--- src/rtl/sirq_pkg.sv ---
package sirq_pkg;

  localparam int unsigned OFS_IRQ_SET   = 'h08;
  localparam int unsigned OFS_IRQ_CLR   = 'h0C;
  localparam int unsigned OFS_IRQ_VIEW  = 'h10;
  localparam int unsigned OFS_IRQ_STAT  = 'h14;

  typedef enum logic [2:0] {
    SEL_NONE,
    SEL_SET,
    SEL_CLR,
    SEL_VIEW,
    SEL_STAT
  } reg_sel_e;

endpackage

--- src/rtl/sirq_addr_decode.sv ---
module sirq_addr_decode
  import sirq_pkg::*;
#(
  parameter int ADDR_W = 6
) (
  input  logic [ADDR_W-1:0] addr,
  output reg_sel_e          sel
);

  always_comb begin
    if (addr == ADDR_W'(OFS_IRQ_SET))       sel = SEL_SET;
    else if (addr == ADDR_W'(OFS_IRQ_CLR))  sel = SEL_CLR;
    else if (addr == ADDR_W'(OFS_IRQ_VIEW)) sel = SEL_VIEW;
    else if (addr == ADDR_W'(OFS_IRQ_STAT)) sel = SEL_STAT;
    else                                    sel = SEL_NONE;
  end

endmodule

--- src/rtl/sirq_mask_reg.sv ---
module sirq_mask_reg #(
  parameter int N_SRC = 13
) (
  input  logic             clk,
  input  logic             rst_n,
  input  logic [N_SRC-1:0] set_vec,
  input  logic [N_SRC-1:0] clr_vec,
  output logic [N_SRC-1:0] mask_q
);

  // Clearing has priority over setting for a bit named by both.
  function automatic logic [N_SRC-1:0] mask_update(
    input logic [N_SRC-1:0] cur,
    input logic [N_SRC-1:0] s,
    input logic [N_SRC-1:0] c
  );
    return (cur | s) & ~c;
  endfunction

  always_ff @(posedge clk or negedge rst_n) begin
    if (!rst_n) mask_q <= '0;
    else        mask_q <= mask_update(mask_q, set_vec, clr_vec);
  end

  AST_MASK_SETS: assert property (@(posedge clk) disable iff (!rst_n)
    ((set_vec != '0) && (clr_vec == '0)) |=> ((mask_q & $past(set_vec)) == $past(set_vec)));
  AST_MASK_CLEARS: assert property (@(posedge clk) disable iff (!rst_n)
    (clr_vec != '0) |=> ((mask_q & $past(clr_vec)) == '0));
  AST_MASK_HOLDS: assert property (@(posedge clk) disable iff (!rst_n)
    ((set_vec == '0) && (clr_vec == '0)) |=> $stable(mask_q));

endmodule

--- src/rtl/sirq_status_reg.sv ---
module sirq_status_reg #(
  parameter int N_SRC = 13
) (
  input  logic             clk,
  input  logic             rst_n,
  input  logic [N_SRC-1:0] ev_in,
  input  logic [N_SRC-1:0] w1c_vec,
  output logic [N_SRC-1:0] status_q
);

  // An event in the same cycle as a clear keeps the bit set.
  function automatic logic [N_SRC-1:0] status_update(
    input logic [N_SRC-1:0] cur,
    input logic [N_SRC-1:0] ev,
    input logic [N_SRC-1:0] w1c
  );
    return (cur & ~w1c) | ev;
  endfunction

  always_ff @(posedge clk or negedge rst_n) begin
    if (!rst_n) status_q <= '0;
    else        status_q <= status_update(status_q, ev_in, w1c_vec);
  end

  AST_EVENT_LATCHED: assert property (@(posedge clk) disable iff (!rst_n)
    (ev_in != '0) |=> ((status_q & $past(ev_in)) == $past(ev_in)));
  AST_STICKY: assert property (@(posedge clk) disable iff (!rst_n)
    (w1c_vec == '0) |=> ((($past(status_q)) & ~status_q) == '0));
  AST_CLEAR_TAKES: assert property (@(posedge clk) disable iff (!rst_n)
    (w1c_vec != '0) |=> ((status_q & $past(w1c_vec) & ~$past(ev_in)) == '0));
  AST_EVENT_BEATS_CLEAR: assert property (@(posedge clk) disable iff (!rst_n)
    ((w1c_vec & ev_in) != '0) |=> ((status_q & $past(w1c_vec & ev_in)) != '0));

endmodule

--- src/rtl/sirq_aggregator.sv ---
module sirq_aggregator
  import sirq_pkg::*;
#(
  parameter int N_SRC  = 13,
  parameter int ADDR_W = 6,
  parameter int DATA_W = 32
) (
  input  logic              clk,
  input  logic              rst_n,
  input  logic [N_SRC-1:0]  ev_pulse,
  input  logic              bus_wr_en,
  input  logic [ADDR_W-1:0] bus_addr,
  input  logic [DATA_W-1:0] bus_wdata,
  output logic [DATA_W-1:0] bus_rdata,
  output logic              irq_out
);

  localparam int HI_W = DATA_W - N_SRC;

  reg_sel_e         sel;
  logic [N_SRC-1:0] wr_bits;
  logic [N_SRC-1:0] set_vec;
  logic [N_SRC-1:0] clr_vec;
  logic [N_SRC-1:0] w1c_vec;
  logic [N_SRC-1:0] mask_q;
  logic [N_SRC-1:0] status_q;
  logic [N_SRC-1:0] pending;
  logic             unused_wdata_hi;

  assign wr_bits         = bus_wdata[N_SRC-1:0];
  assign unused_wdata_hi = ^bus_wdata[DATA_W-1:DATA_W-HI_W];

  sirq_addr_decode #(.ADDR_W(ADDR_W)) u_decode (
    .addr (bus_addr),
    .sel  (sel)
  );

  assign set_vec = (bus_wr_en && sel == SEL_SET)  ? wr_bits : '0;
  assign clr_vec = (bus_wr_en && sel == SEL_CLR)  ? wr_bits : '0;
  assign w1c_vec = (bus_wr_en && sel == SEL_STAT) ? wr_bits : '0;

  sirq_mask_reg #(.N_SRC(N_SRC)) u_mask (
    .clk     (clk),
    .rst_n   (rst_n),
    .set_vec (set_vec),
    .clr_vec (clr_vec),
    .mask_q  (mask_q)
  );

  sirq_status_reg #(.N_SRC(N_SRC)) u_status (
    .clk      (clk),
    .rst_n    (rst_n),
    .ev_in    (ev_pulse),
    .w1c_vec  (w1c_vec),
    .status_q (status_q)
  );

  assign pending = status_q & mask_q;
  assign irq_out = |pending;

  always_comb begin
    unique case (sel)
      SEL_VIEW: bus_rdata = DATA_W'(mask_q);
      SEL_STAT: bus_rdata = DATA_W'(status_q);
      default:  bus_rdata = '0;
    endcase
  end

  AST_NO_IRQ_WHEN_MASKED: assert property (@(posedge clk) disable iff (!rst_n)
    (mask_q == '0) |-> !irq_out);
  AST_NO_IRQ_WHEN_IDLE: assert property (@(posedge clk) disable iff (!rst_n)
    (status_q == '0) |-> !irq_out);
  AST_VIEW_WRITE_INERT: assert property (@(posedge clk) disable iff (!rst_n)
    (bus_wr_en && (sel == SEL_VIEW || sel == SEL_NONE) && ev_pulse == '0)
      |=> ($stable(mask_q) && $stable(status_q)));

endmodule

--- config.mk ---
export PLATFORM = sky130hd
export DESIGN_NAME = sirq_aggregator
export DESIGN_NICKNAME = d
export VERILOG_FILES = /design/src/rtl/sirq_pkg.sv /design/src/rtl/sirq_addr_decode.sv /design/src/rtl/sirq_mask_reg.sv /design/src/rtl/sirq_status_reg.sv /design/src/rtl/sirq_aggregator.sv
export SDC_FILE = /design/constraint.sdc
export NUM_CORES = 1
export LEC_CHECK = 0
export BUFFER_PORTS_ARGS = -buffer_cell sky130_fd_sc_hd__buf_2
export CAP_MARGIN = 20
export CORE_ASPECT_RATIO = 2
export CORE_MARGIN = 2
export CORE_UTILIZATION = 48
export CTS_CLUSTER_SIZE = 24
export DETAILED_ROUTE_END_ITERATION = 6
export GPL_TIMING_DRIVEN = 0
export PLACE_DENSITY = 0.88
export SYNTH_ARGS = -nofsm -noshare
export SYNTH_HDL_FRONTEND = slang
export SYNTH_SLANG_ARGS = --single-unit
export TNS_END_PERCENT = 30
--- constraint.sdc ---
create_clock -name clk -period 2.8 [get_ports clk]
set_input_delay 0.42 -clock clk [delete_from_list [all_inputs] [get_ports clk]]
set_output_delay 0.42 -clock clk [all_outputs]
set_load 0.01 [all_outputs]
# ---- Word-level counts from Yosys, hierarchy flattened
# Index checks and enable logic that the tools add are counted.
dict set report word_totals {
  register_bits 26
  latchBits 0
  ramBits 0
  rom_bits 0
  in_bits 54
  output_inout_bits 33
  mem_count 0
}
dict set report classes {
  n_addsub 0
  n_mul 0
  div_mod_pow 0
  n_lt_le_gt_ge 0
  eq_ne 8
  shifts 0
  muxes 8
  bitwise 7
  reduce_logical 4
}
# op n
set ops {}
lappend ops {{13-bit AND} 3}
lappend ops {{13-bit 2-to-1 mux} 3}
lappend ops {{13-bit NOT} 2}
lappend ops {{13-bit bitwise OR} 2}
lappend ops {{13-bit case mux with 2 select lines} 1}
lappend ops {{13-bit OR reduction} 1}
lappend ops {{6-bit by 4-bit equality test with 1-bit output, second input constant} 2}
lappend ops {{6-bit by 5-bit equality test with 1-bit output, second input constant} 2}
lappend ops {{3-bit 2-to-1 mux} 4}
lappend ops {{3-bit by 2-bit equality test with 1-bit output, second input constant} 2}
lappend ops {{3-bit by 1-bit equality test with 1-bit output, second input constant} 1}
lappend ops {{3-bit equality test, second input constant} 1}
lappend ops {{1-bit logical AND} 3}

# ---- Logic depth before layout (Yosys ltp)
# Gate-level depths: netlist of the first run.
dict set report depth {
  ltp_word 11
  depth_mapped 5
  ltp_nobuf 3
}

# ---- Modules after synthesis
# Synthesis of the first run repeated with hierarchy kept, for this count alone.
dict set report hier_totals {
  hier_cells 164
  area_unflattened_um2 1672.9
}
# module n_inst cells_each area_each_um2 seq_area_each_um2
set by_module_without_submodules {}
lappend by_module_without_submodules {sirq_aggregator 1 91 676.9 0.0}
lappend by_module_without_submodules {sirq_status_reg 1 39 471.7 325.3}
lappend by_module_without_submodules {sirq_mask_reg 1 26 455.4 325.3}
lappend by_module_without_submodules {sirq_addr_decode 1 8 68.8 0.0}

# ---- Least setup slack after synthesis of the first run
# No wires, ideal clock.
dict set report synth_timing {
  path_type {input -> output}
  start {input bus_addr[5]}
  end {output bus_rdata[10]}
  arrival_ns 1.661
  t_required_ns 2.380
  slack_ns 0.719
  cell_stages 5
  path_buffers 2
  path_cell_list {or3_1 > buf_6 > or3b_4 > buf_6 > nor2_1}
}
dict set report synth_via {
  elab_chain_cells 7
  word_cells_on_any_way 11
  cone_classes {6 x eq/ne; 5 x mux}
}
# item line
set synth_rtl {}
lappend synth_rtl {{start: declaration} sirq_aggregator.sv:12} ;# input logic [ADDR_W-1:0] bus_addr,
lappend synth_rtl {{6-bit by 5-bit equality test with 1-bit output} sirq_addr_decode.sv:14} ;# else if (addr == ADDR_W'(OFS_IRQ_STAT)) sel = SEL_STAT;
lappend synth_rtl {{3-bit 2-to-1 mux} sirq_addr_decode.sv:14}
lappend synth_rtl {{3-bit 2-to-1 mux} sirq_addr_decode.sv:13} ;# else if (addr == ADDR_W'(OFS_IRQ_VIEW)) sel = SEL_VIEW;
lappend synth_rtl {{3-bit 2-to-1 mux} sirq_addr_decode.sv:12} ;# else if (addr == ADDR_W'(OFS_IRQ_CLR)) sel = SEL_CLR;
lappend synth_rtl {{3-bit 2-to-1 mux (*)} sirq_addr_decode.sv:11} ;# if (addr == ADDR_W'(OFS_IRQ_SET)) sel = SEL_SET;
lappend synth_rtl {{3-bit equality test or 3-bit by 2-bit equality test with 1-bit output (tied branches)} sirq_aggregator.sv:62} ;# unique case (sel)
lappend synth_rtl {{13-bit case mux with 2 select lines (*)} sirq_aggregator.sv:62}
lappend synth_rtl {{end: declaration} sirq_aggregator.sv:14} ;# output logic [DATA_W-1:0] bus_rdata,
# Mark *: on every way between the ends. The rest lies on a longest branch, timed or not.

# ---- Final worst setup path of the first run
dict set report layout_timing {
  start {input bus_addr[5]}
  end {output bus_rdata[11]}
}
# Same word-level chain as after synthesis.

==> impl_metrics.ini, run 1 <==
[job]
drv_cap = 0

[clocking]
cts_buffers = 3
post-cts-setup-buffer-count = 0
clock_path_buffers = 2
insertion_delay_ns = 0.28
cts.sinks = 26
clockRootBuffer = clkbuf_8
ctsResizeCount = 0
clk_pin_slew_ns = 0.10
holdBufCountCts = 0
cts_tree = built
cts_htree_levels = 1

[yosys]
synth_mux_area_frac = 0.0827
ys_seq_area_frac = 0.414
synth_cell_types = 22
yosys_warnings = 0
synth_top_family_by_area = compound AO/OA/AOI/OAI gates
synth_xor_area_frac = 0
synth_compound_area_frac = 0.216
syn_inst = 175
yosys.area_share.adder = 0
syn_area_sq_um = 1570
synth-simple-area-share = 0.124
ys_ff_latch = 26
synth_area_per_cell_sq_um = 8.99

[worst_setup_path]
setup.worst_path.end_class = primary output
worstReg2RegStart = u_mask.mask_q[7]
ff2ff_setup_slack_ns = 2.04
cp-start-kind = primary input
cp.arrival_ns = 1.89
cp_max_fo = 10
worst-r2r-cell-count = 2
crit_chain = buf_2 -> or3_1 -> buf_6 -> or3b_4 -> buf_6 -> nor2_1 -> buf_2
crit_type = in -> out
cp_slowest_cell = or3b_4
cp-endpoint = bus_rdata[11]
crit_start = bus_addr[5]
r2r_end = u_mask.mask_q[7]
max_stage_delay_ns = 0.43
required_ns = 2.38

[timing]
slew_headroom = 0.509
setup_ws_ns = 0.494
fin_setup_tns_ns = 0
fin_skew_ns = 0
post-route-min-period_ns = 2.31
fmax_ghz = 0.434
setup_viol = 0
worst_hold_slack_ns = 0.137
period_share = 0.823
grt_setup_unrepaired = false
hold_viol = 0
worst_slew_pin_slew_ns = 0.737
slew_viol_final = 0

[grt]
antenna_found_initial = 0
grt_pass1_wl_um = 6520
grt_pass1_vias = 1426
grt_start_max_net_pins = 27
grt-ovfl-total = 0
grt_use_total = 0.229

[layout]
fin_nets = 299
syn_to_final_growth_pct = 25.2
mostFrequentLayoutCells = 48 x buf_2, 27 x nor2_1, 26 x dfrtp_1, 19 x buf_4, 19 x conb_1
num_antenna_cells = 0
drive_gt1_frac = 0.303
stdcell_area_sq_um = 1970
final_common_cell = buf_2

[drt]
drtPass1Iterations = 4
ant_nets = 0
vias = 1488
routed_wl_um = 3950
wl_per_cell_um = 14.3
drtIter0Drc = 44
viasPerCell = 5.41
drt_drc_violations_left = 0

[power_and_ir_drop]
power_mw = 0.863
peakVddDrop_uv = 313
p_leak_nw = 1.00
power.density_nw_per_um2 = 438

[placed_design]
place_area_sq_um = 1910
hpwl_um = 3040
dp_worst_setup_slack_ns = 0.485
port_buffers = 47
routabilityCongestion = 0.800

[die]
die_area_sq_um = 3780
die_x_um = 44.5
io_pins = 87
core_area_sq_um = 3160
rows = 29
start_util = 0.498
dieHeight_um = 85.0

[outcome]
status = finished clean

[worst_hold_path]
hold_path_class = in -> async
worst max-delay path: cells and delay by family:
family	cells	cell delay (ns)
buf+inv	4	0.54
simple gates	3	0.91
worst min path at each step:
stage                            to  slack [ns]  startpoint  depth (start not counted)
6_report           u_mask.mask_q[0]        0.14       rst_n                          1
5_1_grt        u_status.status_q[6]        0.18       rst_n                          1
4_1_cts            u_mask.mask_q[0]        0.15       rst_n                          1
3_5_place_dp   u_status.status_q[6]        0.45       rst_n                          1
3_3_place_gp   u_status.status_q[5]        0.45       rst_n                          1
2_1_floorplan      u_mask.mask_q[0]        0.12       rst_n                          0
synth_stat cells (all sizes together):
cell type | number | share of area
o31ai | 13 | 0.062
a31oi | 13 | 0.052
and3 | 1 | 0.0040
inv | 13 | 0.031
or3b | 1 | 0.0072
clkbuf | 8 | 0.019
nand2b | 1 | 0.0040
o41ai | 13 | 0.072
nand2 | 13 | 0.031
a222oi | 1 | 0.0064
mux2i | 13 | 0.083
nor2 | 27 | 0.064
buf | 23 | 0.11
dfrtp | 26 | 0.41
a22oi | 5 | 0.024
nand4b | 1 | 0.0056
nand4 | 1 | 0.0040
conb | 1 | 0.0024
or3 | 1 | 0.0040
cell type report:
class                           instances  area (sq um)
Buffer                                 31           204
Timing Repair Buffer                   47           235
Tap cell                               31          38.8
Inverter                               13          48.8
Multi-Input combinational cell        123           737
Fill cell                             280          1190
Clock buffer                            4          55.1
Sequential cell                        26           651
routing by layer:
| metal | routed length, um | global-route usage |
|---|---|---|
| met1 | 1440 | 0.268 |
| met2 | 2230 | 0.402 |
| met3 | 217 | 0.0255 |
| met4 | 62 | 0.0964 |
| met5 | 0 | 0 |
state kept, by name (all words and copies together), names as in the netlist:
| register | flops |
|---|---|
| u_status.status_q | 13 |
| u_mask.mask_q | 13 |
power by group:
part	internal (mW)	total (mW)	switching [mW]
clock network	0.126	0.250	0.124
registers	0.400	0.423	0.0221
logic	0.0902	0.190	0.100
total	0.617	0.863	0.246
metrics by stage:
stage / util / std cells
floorplan: - / 193
global placement: 0.606 / 271
finish: 0.624 / 275
detailed placement: 0.606 / 271
global route: 0.624 / 275
CTS: 0.624 / 275
logic make-up (layout without fill, tap and decap cells):
| logic type | count (synthesis) | count (layout) |
|---|---|---|
| muxes | 13 | 13 |
| other | 1 | 19 |
| and+or+nand+nor | 46 | 46 |
| buffers and inverters | 44 | 95 |
| DFF | 26 | 26 |
| AOI/OAI and AO/OA | 45 | 45 |
Note: power is estimated with default switching activity, not from simulation.
==> run 2: changes to the inputs <==
--- a/config.mk
+++ b/config.mk
@@ -5,15 +5,16 @@
 export SDC_FILE = /design/constraint.sdc
 export NUM_CORES = 1
 export LEC_CHECK = 0
+export ABC_AREA = 1
 export BUFFER_PORTS_ARGS = -buffer_cell sky130_fd_sc_hd__buf_2
 export CAP_MARGIN = 20
 export CORE_ASPECT_RATIO = 2
 export CORE_MARGIN = 2
-export CORE_UTILIZATION = 48
+export CORE_UTILIZATION = 41
 export CTS_CLUSTER_SIZE = 24
 export DETAILED_ROUTE_END_ITERATION = 6
 export GPL_TIMING_DRIVEN = 0
-export PLACE_DENSITY = 0.88
+export PLACE_DENSITY = 0.78
 export SYNTH_ARGS = -nofsm -noshare
 export SYNTH_HDL_FRONTEND = slang
 export SYNTH_SLANG_ARGS = --single-unit
==> constraint.sdc (replaced) <==
create_clock -name clk -period 1.99 [get_ports clk]
set_input_delay 0.2985 -clock clk [delete_from_list [all_inputs] [get_ports clk]]
set_output_delay 0.2985 -clock clk [all_outputs]
set_load 0.01 [all_outputs]
==> run 2 against run 1 <==
Compared with the run above:
- utilization shrank 8.3 points
- global-route usage fell by 3.5 points
- clock skew stayed put
- non-clock buffer count fell by 2
- via count up 13%
- combinational power up 21%
- sequential power rose by 38%
- area after synthesis rose by 6.5%
- power grew 35%
- setup slack lost 0.17 ns
- wire length rose by 7.4%
- critical endpoint is now bus_rdata[3]
- highest routed layer unchanged
==> impl_metrics.ini, run 2 <==
[outcome]
status = finished clean

[worst_setup_path]
cp-start-kind = primary input
required_ns = 1.69
setup.worst_path.end_class = primary output
worst-r2r-cell-count = 2
crit_type = in -> out
cp.arrival_ns = 1.37
cp_max_fo = 10

[grt]
grt_start_max_net_pins = 27
grt-ovfl-total = 0
grt_pass1_wl_um = 6860
grt_pass1_vias = 1609
grt_use_total = 0.194
antenna_found_initial = 0

[yosys]
syn_inst = 233
ys.flop_type = dfrtp_1
yosys_warnings = 0
netlist_top_cells_area = dfrtp_1 39%, inv_1 10%, buf_4 9.9%
netlist_top_cells_count = 45 x inv_1, 41 x nand2_1, 27 x nand3_1
syn_area_sq_um = 1680
synthDominantCellAreaShare = 0.388
synth_most_common_cell = inv_1
yosysTopAreaCell = dfrtp_1
ys_ff_latch = 26
async_flop_share = 1.00
ys_seq_area_frac = 0.388
synth-edff-count = 0
synth_cell_types = 15
synth_area_per_cell_sq_um = 7.19

[placed_design]
dp_worst_setup_slack_ns = 0.304
routabilityCongestion = 0.821
port_buffers = 48
hpwl_um = 3320

[clocking]
cts_tree = built
ctsResizeCount = 0
clock_path_buffers = 2
insertion_delay_ns = 0.27
clockRootBuffer = clkbuf_8
cts_htree_levels = 1
cts_buffers = 3
cts.sinks = 26
holdBufCountCts = 0
clk_pin_slew_ns = 0.09
post-cts-setup-buffer-count = 0

[power_and_ir_drop]
p_leak_nw = 1.26
power.density_nw_per_um2 = 552
peakVddDrop_uv = 475

[layout]
fin_nets = 358
mostFrequentLayoutCells = 52 x buf_2, 45 x inv_1, 41 x nand2_1, 27 x nand3_1, 26 x dfrtp_1
syn_to_final_growth_pct = 25.5
fillCellCount = 397
drive_gt1_frac = 0.287
seq_area_sq_um = 651
num_antenna_cells = 0
final_common_cell = buf_2
reg_top3 = u_mask.mask_q (13), u_status.status_q (13)
multi_input_area_sq_um = 716

[drt]
routed_wl_um = 4240
drtIter0Drc = 63
wl_per_cell_um = 12.0
viasPerCell = 4.75
drt_drc_violations_left = 0
drtPass1Iterations = 4
vias = 1682
ant_nets = 0

[die]
die_area_sq_um = 4640
dieHeight_um = 94.4
rows = 32
start_util = 0.431
die_x_um = 49.2
core_area_sq_um = 3880
io_pins = 87

[timing]
grt_setup_unrepaired = false
fmax_ghz = 0.599
fin_skew_ns = 0
setup_viol = 0
period_share = 0.838
hold_viol = 0
post-route-min-period_ns = 1.67
fin_setup_tns_ns = 0
slew_headroom = 0.600
setup_ws_ns = 0.322
worst_slew_pin_slew_ns = 0.600
slew_viol_final = 0

[worst_hold_path]
hold_path_class = in -> async

[job]
drv_cap = 0
-- run 2: cell count changes in the layout (fill, tap and decap cells not counted), sizes merged, moves of 14 or more --
cell / previous run / this run
nand3: 0 / 27
nand2: 13 / 44
a21oi: 0 / 14
nand4: 1 / 16
inv: 13 / 45
-- run 2: routing by layer --
layer / routed length [um] / GRT usage / part of all wire
met4: 97 / 0.112 / 0.023
met1: 1450 / 0.189 / 0.34
met2: 2450 / 0.382 / 0.58
met3: 234 / 0.0174 / 0.055
met5: 0 / 0 / 0
-- run 2: final timing paths --
| path | slack (ns) | endpoint | startpoint |
|---|---|---|---|
| worst min-delay path | 0.02 | u_status.status_q[11] | rst_n |
| worst max register to register | 1.34 | u_mask.mask_q[12] | u_mask.mask_q[12] |
| min in group clk | 0.20 | u_status.status_q[8] | ev_pulse[8] |
| worst max-delay path | 0.32 | bus_rdata[3] | bus_addr[0] |
| max in group asynchronous | 1.58 | u_mask.mask_q[8] | rst_n |
| worst min register to register | 0.51 | u_status.status_q[7] | u_status.status_q[7] |
-- run 2: cell type report --
cell class | count | share of cell area
Buffer | 28 | 0.0988
Clock buffer | 4 | 0.0262
Inverter | 45 | 0.0804
Multi-Input combinational cell | 152 | 0.340
Sequential cell | 26 | 0.310
Tap cell | 51 | 0.0304
Timing Repair Buffer | 48 | 0.114
-- run 2: metrics by stage --
stage / hold WS [ns] / std cells / total power, mW / area (sq um) / utilization
finish: 0.0198 / 354 / 1.16 / 2100 / 0.541
global placement: 0.331 / 350 / 0.815 / 2050 / 0.527
floorplan: 0.00291 / 251 / 0.733 / 1740 / -
CTS: 0.0401 / 354 / 1.16 / 2100 / 0.541
global route: 0.0650 / 354 / 1.22 / 2100 / 0.541
detailed placement: 0.335 / 350 / 0.821 / 2050 / 0.527
-- run 2: critical path: stages --
cell and delay [ns]:
buf_2 0.09, inv_1 0.05, nand2_2 0.09, nor2_4 0.14, nand3_1 0.15, buf_2 0.24, o21ai_1 0.16, buf_2 0.15
-- run 2: report_power, final --
group          total (mW)  switching [mW]  internal [mW]
Combinational       0.229           0.135         0.0939
Sequential          0.583          0.0187          0.564
Clock               0.349           0.172          0.177
Total                1.16           0.326          0.835
-- run 2: logic make-up after synthesis --
kind of cell	synth area share
and+or+nand+nor	0.304
DFF	0.388
buffers and inverters	0.225
other	0.00224
AOI/OAI and AO/OA	0.0807
==> run 3: changes to the inputs <==
--- a/config.mk
+++ b/config.mk
@@ -10,11 +10,11 @@
 export CAP_MARGIN = 20
 export CORE_ASPECT_RATIO = 2
 export CORE_MARGIN = 2
-export CORE_UTILIZATION = 41
+export CORE_UTILIZATION = 45
 export CTS_CLUSTER_SIZE = 24
 export DETAILED_ROUTE_END_ITERATION = 6
 export GPL_TIMING_DRIVEN = 0
-export PLACE_DENSITY = 0.78
+export PLACE_DENSITY = 0.82
 export SYNTH_ARGS = -nofsm -noshare
 export SYNTH_HDL_FRONTEND = slang
 export SYNTH_SLANG_ARGS = --single-unit
==> constraint.sdc (replaced) <==
create_clock -name clk -period 1.7 [get_ports clk]
set_input_delay 0.255 -clock clk [delete_from_list [all_inputs] [get_ports clk]]
set_output_delay 0.255 -clock clk [all_outputs]
set_load 0.01 [all_outputs]
==> run 3 against run 2 <==
Compared with the run above:
- combinational power increased by 19%
- worst hold slack improved by 0.13 ns
- critical endpoint is now bus_rdata[2]
- highest routed layer unchanged
- critical path depth unchanged
- die area decreased by 8.3%
- design area increased by 1.5%
- register-to-register slack got worse by 0.29 ns
- sequential power increased by 17%
==> impl_metrics.ini, run 3 (synthesis results as in run 2) <==
[outcome]
status = finished clean

[worst_hold_path]
hold_path_class = in -> reg
min_path_cells = 3

[placed_design]
routabilityCongestion = 0.854
port_buffers = 48
hpwl_um = 3310

[worst_setup_path]
crit_type = in -> out
critPathTopFamily = buffers and inverters
crit_chain = buf_2 -> inv_1 -> nand2_2 -> nor2_4 -> nand3_2 -> buf_4 -> o21ai_1 -> buf_2
cpMostUsedCell = buf_2
setup.worst_path.end_class = primary output
worst-r2r-cell-count = 2
cp.depth = 8
cp-start-kind = primary input
worst-path-buf-inv = 4
cp_max_fo = 10
cp_slowest_cell = buf_4
cp.arrival_ns = 1.28
required_ns = 1.44
max_stage_delay_ns = 0.20

[timing]
worst_slew_pin_slew_ns = 0.612
slew_viol_final = 0
fin_skew_ns = 0
period_share = 0.905
post-route-min-period_ns = 1.54
fmax_ghz = 0.650
setup_viol = 0
grt_setup_unrepaired = false
fin_setup_tns_ns = 0
slew_headroom = 0.592
hold_viol = 0

[layout]
num_antenna_cells = 0
fin_nets = 359
syn_to_final_growth_pct = 27.3
drive_gt1_frac = 0.289
reg_top3 = u_mask.mask_q (13), u_status.status_q (13)
mostFrequentLayoutCells = 51 x buf_2, 45 x inv_1, 41 x nand2_1, 26 x nand3_1, 26 x dfrtp_1
final_common_cell = buf_2

[drt]
top_layer = met4
vias = 1690
drt_drc_violations_left = 0
routed-wl-met2_um = 2530
viasPerCell = 4.79
met3_length_um = 240
detail_route.wirelength.met1_um = 1440
ant_nets = 0
drtPass1Iterations = 4
drtIter0Drc = 81
routed_wl_um = 4330
wl_per_cell_um = 12.3

[die]
core_area_sq_um = 3610
dieHeight_um = 90.3
start_util = 0.464
rows = 31
die_x_um = 47.1
die_area_sq_um = 4260
io_pins = 87

[grt]
grt_pass1_wl_um = 7110
grt_use_total = 0.227
grt_start_max_net_pins = 27
grt-ovfl-total = 0
grt_pass1_vias = 1712
antenna_found_initial = 0

[clocking]
clockRootBuffer = clkbuf_8
cts.sinks = 26
post-cts-setup-buffer-count = 0
cts_htree_levels = 1
cts_buffers = 3
clk_pin_slew_ns = 0.10
insertion_delay_ns = 0.28
clock_path_buffers = 2
cts_tree = built

[power_and_ir_drop]
seqPwrFrac = 0.459
pwr-share-comb = 0.184
p_clk_frac = 0.357
netSwitchingPower_mw = 0.397
p_leak_nw = 1.27
p_int_mw = 1.09
peakVddDrop_uv = 591
netSwitchingFraction = 0.268
power_mw = 1.48
power.density_nw_per_um2 = 696

[job]
drv_cap = 0
run 3: cell types whose count changed in the layout (fill, tap and decap cells not counted), sizes merged:
cell / change
clkbuf: -1
dlygate4sd3: +1
bufinv: +1
run 3: final cells by class:
type	instances	area [sq um]
inverters	45	169
clock inverters	1	30.0
clock buffers	3	41.3
plain buffers	28	210
repair buffers	49	250
fillers	359	1470
flip-flops and latches	26	651
multi-input cells	152	721
well taps	49	61.3
run 3: worst register-to-register path, delay by kind of cell (launching register included):
family	cells	cell delay (ns)
AND/OR/NAND/NOR	2	0.13
flip-flops	1	0.42
run 3: repair_timing:
action,in CTS,in global routing
hold buffers,1,0
gates resized for setup,0,3
endpoints found under the setup margin,0,5
endpoints found under the hold margin,26,0
run 3: final timing paths:
check / startpoint / to / slack (ns)
max: bus_addr[0] / bus_rdata[2] / 0.16
min: ev_pulse[9] / u_status.status_q[9] / 0.15
max reg2reg: u_status.status_q[1] / u_status.status_q[1] / 1.05
min reg2reg: u_status.status_q[5] / u_status.status_q[5] / 0.51
max in group asynchronous: rst_n / u_mask.mask_q[6] / 0.78
min in group asynchronous: rst_n / u_mask.mask_q[11] / 0.52
run 3: metrics by stage:
| step | util | hold WS, ns | worst slack [ns] | std cells | cell area (sq um) |
|---|---|---|---|---|---|
| after floorplan | - | -0.0406 | 0.449 | 251 | 1740 |
| after global placement | 0.567 | 0.288 | 0.107 | 348 | 2040 |
| final | 0.591 | 0.147 | 0.162 | 353 | 2130 |
| after detailed placement | 0.567 | 0.294 | 0.0904 | 348 | 2040 |
| after global routing | 0.591 | 0.159 | 0.0483 | 353 | 2130 |
| after CTS | 0.589 | 0.155 | 0.0899 | 353 | 2130 |
run 3: power groups by stage:
stage	sequential, mW	combinational, mW	clock [mW]
finish	0.682	0.273	0.530
detailed placement	0.693	0.266	0
global route	0.687	0.310	0.540
global placement	0.691	0.262	0
floorplan	0.689	0.169	0
CTS	0.681	0.271	0.523
run 3: metal layers:
metal  up-vias  GRT usage
met3        13     0.0200
met1       766      0.232
met4         0      0.127
met5         -          0
li1        838          -
met2        73      0.408
